File: config.mk
export PLATFORM = sky130hd
export DESIGN_NAME = mcam_top
export DESIGN_NICKNAME = d
export VERILOG_FILES = /design/src/rtl/mcam_pkg.sv /design/src/rtl/mcam_free_finder.sv /design/src/rtl/mcam_match_array.sv /design/src/rtl/mcam_readout.sv /design/src/rtl/mcam_top.sv
export SDC_FILE = /design/constraint.sdc
export NUM_CORES = 1
export LEC_CHECK = 0
export BUFFER_PORTS_ARGS = -buffer_cell sky130_fd_sc_hd__buf_2
export CORE_ASPECT_RATIO = 1.2
export CORE_UTILIZATION = 55
export CTS_BUF_LIST = sky130_fd_sc_hd__clkbuf_2 sky130_fd_sc_hd__clkbuf_4 sky130_fd_sc_hd__clkbuf_8
export CTS_CLUSTER_DIAMETER = 50
export DETAILED_ROUTE_END_ITERATION = 8
export PLACE_DENSITY = 0.82
export SKIP_LAST_GASP = 1
export SLEW_MARGIN = 20
export SYNTH_ARGS = -nofsm -noshare
export SYNTH_HDL_FRONTEND = slang
export SYNTH_SLANG_ARGS = --single-unit
File: constraint.sdc
create_clock -name clk -period 5.3 [get_ports clk]
set_input_delay 0.265 -clock clk [delete_from_list [all_inputs] [get_ports clk]]
set_output_delay 0.265 -clock clk [all_outputs]
set_load 0.05 [all_outputs]
File: src/rtl/mcam_pkg.sv
package mcam_pkg;

    localparam int MCAM_WORDS_DEF = 8;
    localparam int MCAM_WIDTH_DEF = 16;

    // Readout walker phases
    typedef enum logic [1:0] {
        RO_IDLE = 2'd0,   // no search since reset or clear
        RO_WALK = 2'd1,   // hits remain to be read
        RO_DONE = 2'd2    // search finished, nothing left
    } ro_state_e;

    // One bit position takes part only if its key bit is set
    function automatic logic masked_bit_eq(input logic w, input logic a, input logic k);
        return (~k) | (w ~^ a);
    endfunction

endpackage

File: src/rtl/mcam_free_finder.sv
module mcam_free_finder #(
    parameter int WORDS = mcam_pkg::MCAM_WORDS_DEF,
    parameter int IDXW  = (WORDS > 1) ? $clog2(WORDS) : 1
) (
    input  logic [WORDS-1:0] valid,
    output logic [IDXW-1:0]  free_idx,
    output logic             full
);
    always_comb begin
        free_idx = '0;
        for (int i = WORDS - 1; i >= 0; i--) begin
            if (!valid[i]) free_idx = IDXW'(i);
        end
    end

    assign full = &valid;
endmodule

File: src/rtl/mcam_match_array.sv
module mcam_match_array
    import mcam_pkg::*;
#(
    parameter int WORDS = MCAM_WORDS_DEF,
    parameter int WIDTH = MCAM_WIDTH_DEF
) (
    input  logic [WIDTH-1:0] words [WORDS],
    input  logic [WORDS-1:0] valid,
    input  logic [WIDTH-1:0] arg,
    input  logic [WIDTH-1:0] key,
    output logic [WORDS-1:0] hits
);
    for (genvar w = 0; w < WORDS; w++) begin : g_word
        logic [WIDTH-1:0] eq_bits;
        for (genvar b = 0; b < WIDTH; b++) begin : g_bit
            assign eq_bits[b] = masked_bit_eq(words[w][b], arg[b], key[b]);
        end
        assign hits[w] = valid[w] & (&eq_bits);
    end
endmodule

File: src/rtl/mcam_readout.sv
module mcam_readout
    import mcam_pkg::*;
#(
    parameter int WORDS = MCAM_WORDS_DEF,
    parameter int IDXW  = (WORDS > 1) ? $clog2(WORDS) : 1
) (
    input  logic             clk,
    input  logic             rst,
    input  logic             clr,
    input  logic             load,
    input  logic [WORDS-1:0] load_vec,
    input  logic             step,
    output logic [IDXW-1:0]  sel_idx,
    output logic             walking,
    output logic             done
);
    ro_state_e        state_q;
    logic [WORDS-1:0] pend_q;
    logic [WORDS-1:0] sel_onehot;

    always_comb begin
        sel_idx = '0;
        for (int i = WORDS - 1; i >= 0; i--) begin
            if (pend_q[i]) sel_idx = IDXW'(i);
        end
        sel_onehot = '0;
        sel_onehot[sel_idx] = 1'b1;
    end

    always_ff @(posedge clk) begin
        if (rst || clr) begin
            state_q <= RO_IDLE;
            pend_q  <= '0;
        end else if (load) begin
            pend_q  <= load_vec;
            state_q <= (load_vec != '0) ? RO_WALK : RO_DONE;
        end else if (step && state_q == RO_WALK) begin
            pend_q <= pend_q & ~sel_onehot;
            if ((pend_q & ~sel_onehot) == '0) state_q <= RO_DONE;
        end
    end

    assign walking = (state_q == RO_WALK);
    assign done    = (state_q == RO_DONE);

    AST_WALK_HAS_PENDING: assert property (@(posedge clk) disable iff (rst)
        walking |-> (pend_q != '0));
    AST_DONE_NOT_VALID: assert property (@(posedge clk) disable iff (rst)
        done |-> (!walking && pend_q == '0));
    AST_STEP_ADVANCES: assert property (@(posedge clk) disable iff (rst)
        (walking && step && !load && !clr) |=> ($countones(pend_q) == $countones($past(pend_q)) - 1));
endmodule

File: src/rtl/mcam_top.sv
module mcam_top
    import mcam_pkg::*;
#(
    parameter int WORDS = MCAM_WORDS_DEF,
    parameter int WIDTH = MCAM_WIDTH_DEF,
    localparam int IDXW = (WORDS > 1) ? $clog2(WORDS) : 1
) (
    input  logic             clk,
    input  logic             rst,
    input  logic             clr_all,
    input  logic             wr_en,
    input  logic [WIDTH-1:0] wr_data,
    input  logic             srch_en,
    input  logic [WIDTH-1:0] srch_arg,
    input  logic [WIDTH-1:0] srch_key,
    input  logic             rd_next,
    output logic             rd_valid,
    output logic [IDXW-1:0]  rd_index,
    output logic [WIDTH-1:0] rd_data,
    output logic             rd_done,
    output logic [WORDS-1:0] match_vec,
    output logic             full,
    output logic             wr_err
);
    logic [WIDTH-1:0] mem_q [WORDS];
    logic [WORDS-1:0] valid_q;
    logic [WORDS-1:0] match_q;
    logic [WORDS-1:0] hits_w;
    logic [IDXW-1:0]  free_idx;
    logic             full_w;
    logic             wr_err_q;
    logic             wr_ok;

    mcam_free_finder #(.WORDS(WORDS), .IDXW(IDXW)) u_free (
        .valid    (valid_q),
        .free_idx (free_idx),
        .full     (full_w)
    );

    mcam_match_array #(.WORDS(WORDS), .WIDTH(WIDTH)) u_cmp (
        .words (mem_q),
        .valid (valid_q),
        .arg   (srch_arg),
        .key   (srch_key),
        .hits  (hits_w)
    );

    assign wr_ok = wr_en && !full_w && !clr_all;

    always_ff @(posedge clk) begin
        if (wr_ok) mem_q[free_idx] <= wr_data;
    end

    always_ff @(posedge clk) begin
        if (rst || clr_all) begin
            valid_q  <= '0;
            match_q  <= '0;
            wr_err_q <= 1'b0;
        end else begin
            wr_err_q <= wr_en && full_w;
            if (wr_ok) valid_q[free_idx] <= 1'b1;
            if (srch_en) match_q <= hits_w;
        end
    end

    mcam_readout #(.WORDS(WORDS), .IDXW(IDXW)) u_ro (
        .clk      (clk),
        .rst      (rst),
        .clr      (clr_all),
        .load     (srch_en),
        .load_vec (hits_w),
        .step     (rd_next),
        .sel_idx  (rd_index),
        .walking  (rd_valid),
        .done     (rd_done)
    );

    assign rd_data   = rd_valid ? mem_q[rd_index] : '0;
    assign match_vec = match_q;
    assign full      = full_w;
    assign wr_err    = wr_err_q;

    AST_MATCH_ONLY_VALID: assert property (@(posedge clk) disable iff (rst)
        (match_q & ~valid_q) == '0);
    AST_MATCH_HOLDS: assert property (@(posedge clk) disable iff (rst)
        (!srch_en && !clr_all) |=> $stable(match_q));
    AST_FULL_DROPS_WRITE: assert property (@(posedge clk) disable iff (rst)
        (full_w && wr_en && !clr_all) |=> ($stable(valid_q) && wr_err_q));
    AST_ERR_NEEDS_FULL: assert property (@(posedge clk) disable iff (rst)
        wr_err_q |-> $past(full_w && wr_en));
    AST_CLEAR_EMPTIES: assert property (@(posedge clk) disable iff (rst)
        clr_all |=> (valid_q == '0 && match_q == '0 && !rd_valid && !rd_done));
    AST_WRITE_FILLS_ONE: assert property (@(posedge clk) disable iff (rst)
        (wr_en && !full_w && !clr_all) |=> ($countones(valid_q) == $countones($past(valid_q)) + 1));
endmodule

-- Word level (Yosys, flattened, before mapping)
Cells that the tools add are included.
- flip-flop bits (word level): 155
- bits of input ports: 54
- output and inout bits: 31
- magnitude comparators: 7
- equal/unequal tests: 2
- multiplexer cells: 33
- bitwise gates (word level): 285
- reductions and logical operators: 24
- operators with widths (cell ; number):
    bitwise mux 128 bit ; 1
    bitwise OR 1 bit ; 128
    AND reduction 16 bit ; 8
    XNOR 1 bit ; 128
    2-to-1 mux 16 bit ; 4
    binary-select mux 16 bit (select 3 bit) ; 1
    demux 16 bit (select 3 bit) ; 1
    2-to-1 mux 3 bit ; 16
    2-to-1 mux 8 bit ; 2
    inverter 1 bit ; 16
    AND 1 bit ; 8
    AND 8 bit ; 1
    greater-or-equal comparator 4 bit (second input constant) ; 2
    logical NOT 8 bit ; 1
    < comparator 3 x 4 -> 1 bit (second input constant) ; 2
    2-to-1 mux 2 bit ; 4
    inverter 3 -> 4 bit ; 2
    inverter 8 bit ; 1
    bitwise OR 8 bit ; 1
    AND reduction 8 bit ; 1
    nonzero test 8 bit ; 1
    logical AND 1 bit ; 7
    demux 1 bit (select 3 bit) ; 2
    greater-or-equal comparator 3 x 1 -> 1 bit (second input constant) ; 2
    8 further kinds ; 11

-- Longest topological paths before layout
Gate-level depths: netlist of the first run.
- depth after elaboration: 18
- gate-level depth with buffers: 8

-- Modules after synthesis
Synthesis of the first run repeated with hierarchy kept, for this count alone.
- cell total of the unflattened synthesis: 637
- area, all modules: 8281.7 um^2
- modules (own cells, without submodules) (module ; times used ; cells an instance ; area an instance (um^2) ; sequential area each (um^2)):
    mcam_top ; 1 ; 297 ; 5622.9 ; 4184.0
    mcam_match_array ; 1 ; 246 ; 1964.4 ; 0.0
    mcam_readout ; 1 ; 81 ; 619.3 ; 200.2
    mcam_free_finder ; 1 ; 13 ; 75.1 ; 0.0

-- Worst setup path before layout of the first run
OpenSTA, ideal clock, no wires.
- path kind: register to output
- from: register u_ro.state_q[0]
- to: output rd_data[10]
- data arrival time: 2934 ps
- required time: 5035 ps
- setup slack: 2101 ps
- stages on the path, launching flop included: 8
- cells stage by stage: dfxtp_1 nor2b_1 clkbuf_1 clkbuf_1 o221ai_1 nor2_1 o221ai_1 nor3_1
- cells in the longest elaborated chain, start to end: 2
- ends and longest elaborated chain (what ; line ; RTL):
    start, declared ; mcam_readout.sv:17 ; ro_state_e state_q;
    start signal, assigned ; mcam_readout.sv:36 ; state_q <= (load_vec != '0) ? RO_WALK : RO_DONE;
    equality test 2 x 1 -> 1 bit ; mcam_readout.sv:43 ; assign walking = (state_q == RO_WALK);
    via rd_valid ; mcam_top.sv:17 ; output logic rd_valid,
    2-to-1 mux 16 bit ; mcam_top.sv:78 ; assign rd_data = rd_valid ? mem_q[rd_index] : '0;
    end, declared ; mcam_top.sv:19 ; output logic [WIDTH-1:0] rd_data,
The timed path passes the listed nets, and every way through them passes these cells.

-- Final worst setup path of the first run
- from: register u_ro.pend_q[0]
- to: output rd_data[14]
- cells in the longest elaborated chain, start to end: 6
- ends and longest elaborated chain (what ; line ; RTL):
    start, declared ; mcam_readout.sv:18 ; logic [WORDS-1:0] pend_q;
    start signal, assigned ; mcam_readout.sv:35 ; pend_q <= load_vec;
    start signal, assigned ; mcam_readout.sv:38 ; pend_q <= pend_q & ~sel_onehot;
    2-to-1 mux 3 bit ; mcam_readout.sv:24 ; if (pend_q[i]) sel_idx = IDXW'(i);
    inverter 3 -> 4 bit (implied by the code) ; mcam_top.sv:78 ;
    binary-select mux 16 bit (select 3 bit) ; mcam_top.sv:78 ;
    2-to-1 mux 16 bit (implied by the code) (2 in series) ; mcam_top.sv:78 ;
    2-to-1 mux 16 bit ; mcam_top.sv:78 ;
Every way passes these cells. The select of a mux whose other input is x is not followed.

==> results.md, run 1 <==
- Most used routing layer: met2
- Final-report hold violation count: 0
- Mux cell area share after synthesis: 0%
- R2r worst-path depth: 7
- WL final: 22910 um
- Status: complete, no violations
- Post-DRT Antenna Nets: 0
- Ports: 85
- Drt initial violations: 746
- Core region area: 0.01376 mm2
- Worst-path clk slew: 0.08 ns
- Int Power: 1.788 mW
- GRT met1 Usage: 41.48%
- Post-synth EDFFs: 128
- WHS Path Cells: 3
- Post-DP HPWL: 15710 um
- Cells along the critical path: nor4_4, nand3_1, o221ai_1, o21a_1, buf_2
- Worst Setup End Kind: primary output
- Flop pwr share: 56.5%
- Die width: 110.4 um
- Latest clock arrival within the worst-skew pair: 0.47 ns
- Share of post-route cells with drive strength above 1: 18.16%
- Crit-path slowest cell: nand3_1
- CTS tree: built
- Synth async-reset ratio: 0%
- Synth area leader: edfxtp_1
- Peak supply drop: 0.2289 mV
- Cell variety after synth: 42
- Diodes inserted: 0
- Die Y-Extent: 132.0 um
- Port buffer count: 84
- Worst setup margin: 1.880 ns
- Clk pwr share: 35.9%
- Synth Instances: 675
- Mapped cell area: 0.007749 mm2
- Final Wtd Congestion: 0.9555
- Routed len/inst: 24.90 um
- Synth top area cells: edfxtp_1 50%, xor2_1 14%, dfxtp_1 7.0%
- Req. time, crit path: 5.04 ns
- Largest family of logic cells by synthesized area: XOR/XNOR gates
- Top-area cell type share of the netlist area: 49.60%
- CTS root buffer: clkbuf_8
- Fin Clk Skew: 0.01115 ns
- Setup_tns: 0 ns
- Total gr overflow: 0
- NumNets Final: 790
- Worst-path fanout max: 17
- Setup Viol. Count Final: 0
- Post-route clock period utilization: 64.52%
- Number of global-route vias before repair: 6002
- Max_cap viols: 0
- DR vias: 6070
- TritonCTS buffer count: 17
- Synth Area in Compound Gates: 14.39%
- FF-to-FF Start: mem_q[24]
- Switching fraction of total power: 24.06%
- Crit Path Class: reg -> out
- Worst Max-Slew Pin Slew: 1.106 ns
- First-pass GRT wire length: 34610 um
- Leak: 3.163 nW
- Worst EP arrival: 3.15 ns
- Psw: 566.7 uW
- RSZ-0062 raised after global routing: no
- Max stage delay on crit path: 0.85 ns
- Clock Path Buffers: 2
- All-layer global routing usage: 33.42%
- Initial Util: 56.31%
- Die area: 0.01457 mm2
- Min Clock Period, post-route: 3.420 ns
- Predominant post-synthesis flop cell: edfxtp_1
- Met2 Usage GRT: 52.42%
- Peak Freq: 0.2924 GHz
- Post-Synth Adder-Cell Area: 0.1453%
- Htree depth: 4
- Hold/Removal Path Class: in -> reg
- Ys Warns: 0
- Seq/Total Area, Yosys: 56.58%
- Worst-case hold path end point: valid_q[0]
- Syn-to-layout area delta: 11.09%
- GR Util met3: 7.514%
- Initial antenna violation count: 0
- Mean Syn Cell Area: 11.48 um2
- Drt pass-1 iters: 6
- Worst flop-to-flop path endpoint: u_ro.state_q[1]
- R2R Setup Slk: 2.62 ns
- Pwr per Cell Area: 273.6 mW/mm2
- Drt drc: 0
- Commonest cells after routing, fill and taps aside: 128 x xor2_1, 128 x edfxtp_1, 90 x nor2_1
- Max Slew Vio Count: 0
- Hold Crit Start: wr_en
- Pin count of the biggest net entering global routing: 24
- Slew margin rel.: 26.06%
- Count of cells resized by post-cts repair: 0
- Syn Nets: 729
- # clock sinks: 155
- Power share of the combinational group: 7.6%
- # rows: 47
- #FFs+latches synth: 155
- DP Worst Slack: 2.439 ns
- Post-synthesis simple-gate area fraction: 11.00%
- Post-CTS setup buffer count: 0
- Hold Buf Count CTS: 0
- CP startpoint kind: flop
- Post-Synth XOR/XNOR Area: 14.47%
- Vias/cell: 6.598
[worst max-delay path by stage]
stage | to | slack (ns) | startpoint
CTS | rd_data[14] | 1.89 | u_ro.pend_q[0]
floorplan | rd_data[10] | 2.10 | u_ro.state_q[0]
global route | rd_data[14] | 1.72 | u_ro.pend_q[0]
detailed placement | rd_data[14] | 2.44 | u_ro.pend_q[0]
finish | rd_data[14] | 1.88 | u_ro.pend_q[0]
global placement | rd_data[14] | 2.49 | u_ro.pend_q[0]
[Yosys cell counts (2+ instances only)]
| cell | count |
|---|---|
| a2111oi_0 | 7 |
| a21boi_0 | 3 |
| a21oi_1 | 14 |
| a22o_1 | 7 |
| a22oi_1 | 48 |
| a31oi_1 | 9 |
| and2_1 | 7 |
| buf_1 | 3 |
| buf_2 | 17 |
| clkbuf_1 | 31 |
| dfxtp_1 | 27 |
| edfxtp_1 | 128 |
| inv_1 | 9 |
| nand2_1 | 19 |
| nand2b_1 | 3 |
| nand3_1 | 5 |
| nand3b_1 | 3 |
| nand4_1 | 17 |
| nor2_1 | 91 |
| nor2b_1 | 2 |
| nor3_1 | 18 |
| nor4_1 | 2 |
| o21a_1 | 5 |
| o21ai_0 | 3 |
| o221ai_1 | 32 |
| o22ai_1 | 17 |
| or2_2 | 5 |
| or3_1 | 2 |
| xor2_1 | 128 |
[per-stage QoR]
step                      power (mW)  util (%)  hold WS, ns  std cells  instance area [um2]
after floorplan                1.463         -       0.3639        675                 7749
after global placement         1.526     59.89       0.4681        888                 8242
after detailed placement       1.530     59.89       0.4764        888                 8242
after CTS                      2.353     62.56      0.01529        920                 8608
after global routing           2.413     62.56      0.05376        920                 8608
final                          2.355     62.56      0.03409        920                 8608
[kinds of logic after synthesis]
| group | count (synthesis) |
|---|---|
| XOR/XNOR | 128 |
| adder cells (fa/ha/maj) | 1 |
| flip-flops | 155 |
| buffers and inverters | 62 |
| AO/OA/AOI/OAI | 149 |
| AND/OR/NAND/NOR | 180 |
[cell type report]
| cell class | count | area (um2) |
|---|---|---|
| Timing Repair Buffer | 95 | 503.0 |
| Sequential cell | 155 | 4384 |
| Multi-Input combinational cell | 458 | 3107 |
| Clock buffer | 17 | 234.0 |
| Clock inverter | 15 | 132.6 |
| Fill cell | 1098 | 5152 |
| Inverter | 9 | 33.78 |
| Tap cell | 171 | 214.0 |
[power groups by stage]
| stage | logic, mW | clock network [mW] | registers [mW] |
|---|---|---|---|
| 6_report | 0.179 | 0.846 | 1.33 |
| 5_1_grt | 0.189 | 0.892 | 1.33 |
| 4_1_cts | 0.173 | 0.849 | 1.33 |
| 3_5_place_dp | 0.172 | 0 | 1.36 |
| 3_3_place_gp | 0.169 | 0 | 1.36 |
| 2_1_floorplan | 0.106 | 0 | 1.36 |
[metal layers]
| metal | vias up | wire length [um] |
|---|---|---|
| li1 | 2634 | - |
| met2 | 450 | 11000 |
| met4 | 0 | 1392 |
| met1 | 2881 | 8309 |
| met3 | 105 | 2211 |
| met5 | - | 0 |
[flip-flops by register name (all words and copies together) (netlist names)]
name	cells
mem_q	128
match_vec	8
u_ro.pend_q	8
valid_q	8
u_ro.state_q	2
wr_err	1
[worst max-delay path: cells and delay by family (launching register included)]
family,cells,cell delay [ns]
flops,1,0.41
buf+inv,1,0.26
compound gates,2,0.72
simple gates,2,1.30
No activity file was read; power rests on OpenSTA's default activity.
==> inputs of run 2 (changes only) <==
PLACE_DENSITY = 0.85   (was 0.82)
clock period = 2.8 ns   (was 5.3 ns; I/O delays follow)
==> run 2 against run 1 <==
  * Clock-buffer cell count up 2
  * Final cell count up 3.2%
  * Sequential share of layout area fell by 1.6 points
  * Die area unchanged
  * Hold slack improved by 0.0017 ns
  * Non-clock buffer count is 30 higher
  * Worst setup slack got worse by 1.8 ns
  * Global-route usage down 0.16 points
  * Wire length up 1.3%
  * Critical path type unchanged
  * Critical endpoint is now rd_data[0]
  * Largest cell class unchanged
==> results.md, run 2 (synthesis gave the netlist of run 1 again) <==
- Worst Setup End Kind: primary output
- CP startpoint kind: flop
- Setup Viol. Count Final: 0 (unchanged)
- Crit path buf inv count: 2 (+1)
- Hold/Removal Path Class: in -> reg
- Most numerous cell on the critical path: o221ai_1
- Post-CTS setup buffer count: 0 (unchanged)
- Die area: 0.01457 mm2 (unchanged)
- TritonCTS buffer count: 17 (unchanged)
- Ports: 85 (unchanged)
- Post-DRT Antenna Nets: 0 (unchanged)
- Core region area: 0.01376 mm2 (unchanged)
- Slew margin rel.: 50.21% (+24 points)
- Max stage delay on crit path: 0.58 ns (-0.27 ns)
- Worst-path clk slew: 0.07 ns (about the same)
- Die width: 110.4 um (unchanged)
- Leak: 3.329 nW (+5.3%)
- Worst-path fanout max: 17 (unchanged)
- Initial antenna violation count: 0 (unchanged)
- Port buffer count: 84 (unchanged)
- Drt pass-1 iters: 6 (unchanged)
- Pin count of the biggest net entering global routing: 24 (unchanged)
- Htree depth: 4 (unchanged)
- Max Slew Vio Count: 0 (unchanged)
- Peak supply drop: 0.3515 mV (+54%)
- Final-report hold violation count: 0 (unchanged)
- NumNets Final: 820 (+3.8%)
- DR vias: 6262 (+3.2%)
- Latest clock arrival within the worst-skew pair: 0.47 ns (about the same)
- Post-DP HPWL: 16390 um (+4.3%)
- Post-layout util: 64.66% (+2.1 points)
- First-pass GRT wire length: 34680 um (+0.20%)
- Post-route clock period utilization: 95.57%
- Largest register by flop count: mem_q
- Min Clock Period, post-route: 2.676 ns
- # clock sinks: 155 (unchanged)
- Final Wtd Congestion: 0.9883 (+3.4%)
- Number of global-route vias before repair: 6095 (+1.5%)
- Vias/cell: 6.599 (about the same)
- CTS root buffer: clkbuf_8
- Overall power: 4.401 mW (+87%)
- Clock Path Buffers: 2 (unchanged)
- Die Y-Extent: 132.0 um (unchanged)
- Share of post-route cells with drive strength above 1: 20.57% (+2.4 points)
- Worst EP arrival: 2.54 ns (-0.61 ns)
- Crit-path slowest cell: dfxtp_1
- Commonest cells after routing, fill and taps aside: 128 x xor2_1, 128 x edfxtp_1, 91 x nor2_1
- Drt initial violations: 887 (+19%)
- Syn-to-layout area delta: 14.82%
- # rows: 47 (unchanged)
- CTS tree: built
- Pwr per Cell Area: 494.7 mW/mm2 (+81%)
- Largest register FFs: 128 (unchanged)
- Total gr overflow: 0 (unchanged)
- Fin area: 0.008897 mm2 (+3.4%)
- Cells along the critical path: nand3b_1, buf_4, o221ai_1, nor2_1, o221ai_1, nor3_1, buf_2
- Peak Freq: 0.3737 GHz
- Req. time, crit path: 2.66 ns (-2.38 ns)
- Drt drc: 0 (unchanged)
- Max_cap viols: 0 (unchanged)
- WL final: 23200 um (+1.3%)
- Crit Path Class: reg -> out
- CP delay by family, top: buffers and inverters
- DP Worst Slack: 0.2127 ns (-2.226 ns)
- Routed len/inst: 24.45 um (-1.8%)
- Fin Clk Skew: 0.01172 ns (+0.0005671 ns)
- DP Area: 0.008367 mm2 (+1.5%)
- Setup_tns: 0 ns (unchanged)
- All-layer global routing usage: 33.26% (-0.16 points)
- Diodes inserted: 0 (unchanged)
- Worst setup margin: 0.1239 ns (-1.756 ns)
- Status: complete, no violations
- Initial Util: 56.31% (unchanged)
- RSZ-0062 raised after global routing: no
- Worst Max-Slew Pin Slew: 0.7280 ns (-0.3778 ns)
-- run 2: changes by cell type in the layout (fill, tap and decap cells not counted), moves of 2 or more --
cell,before,now
dlygate4sd3_1,0,17
buf_4,11,24
nor3_1,18,12
nor3_2,1,7
clkinv_1,4,0
clkbuf_4,0,2
clkinv_4,0,2
dfxtp_1,27,25
dfxtp_2,0,2
-- run 2: worst paths after layout --
kind                      to  depth (start not counted)           start  slack, ns
max               rd_data[0]                          7  u_ro.pend_q[2]       0.12
min           u_ro.pend_q[4]                          4         rd_next       0.04
max reg2reg  u_ro.state_q[1]                          7       mem_q[88]       0.13
min reg2reg     match_vec[0]                          2    match_vec[0]       0.49
-- run 2: final cells by class --
type | count | area, um2
Clock inverter | 12 | 102.6
Multi-Input combinational cell | 458 | 3141
Sequential cell | 155 | 4387
Clock buffer | 19 | 249.0
Fill cell | 1046 | 4863
Inverter | 9 | 33.78
Tap cell | 171 | 214.0
Timing Repair Buffer | 125 | 770.7
-- run 2: stage by stage --
stage          instances  hold WS (ns)
2_1_floorplan        675        0.2389
3_3_place_gp         901        0.3670
3_5_place_dp         901        0.3825
4_1_cts              949       0.02449
5_1_grt              949       0.03961
6_report             949       0.03583
-- run 2: routing by layer --
| layer | routed length, um | track usage [%] | vias to the layer above |
|---|---|---|---|
| met3 | 2463 | 7.810 | 105 |
| li1 | - | - | 2691 |
| met4 | 1590 | 23.03 | 0 |
| met5 | 0 | 0 | - |
| met1 | 7996 | 39.77 | 2981 |
| met2 | 11150 | 52.31 | 485 |
-- run 2: report_power, final --
group          switching (mW)  leakage, nW  total, mW  internal [mW]
combinational           0.235         1.78      0.361          0.126
clock                   0.816        0.170       1.52          0.706
sequential             0.0117         1.38       2.52           2.51
-- run 2: what timing repair did --
action | CTS | global route
resized for setup | 0 | 4
hold buffers | 17 | 0
endpoints found under the hold margin | 130 | 0
endpoints found under the setup margin | 0 | 13
-- run 2: tightest hold or removal path, stage by stage --
cell and delay [ns]:
buf_2 0.11, nand3_1 0.06, a31oi_1 0.08, nor2_1 0.07
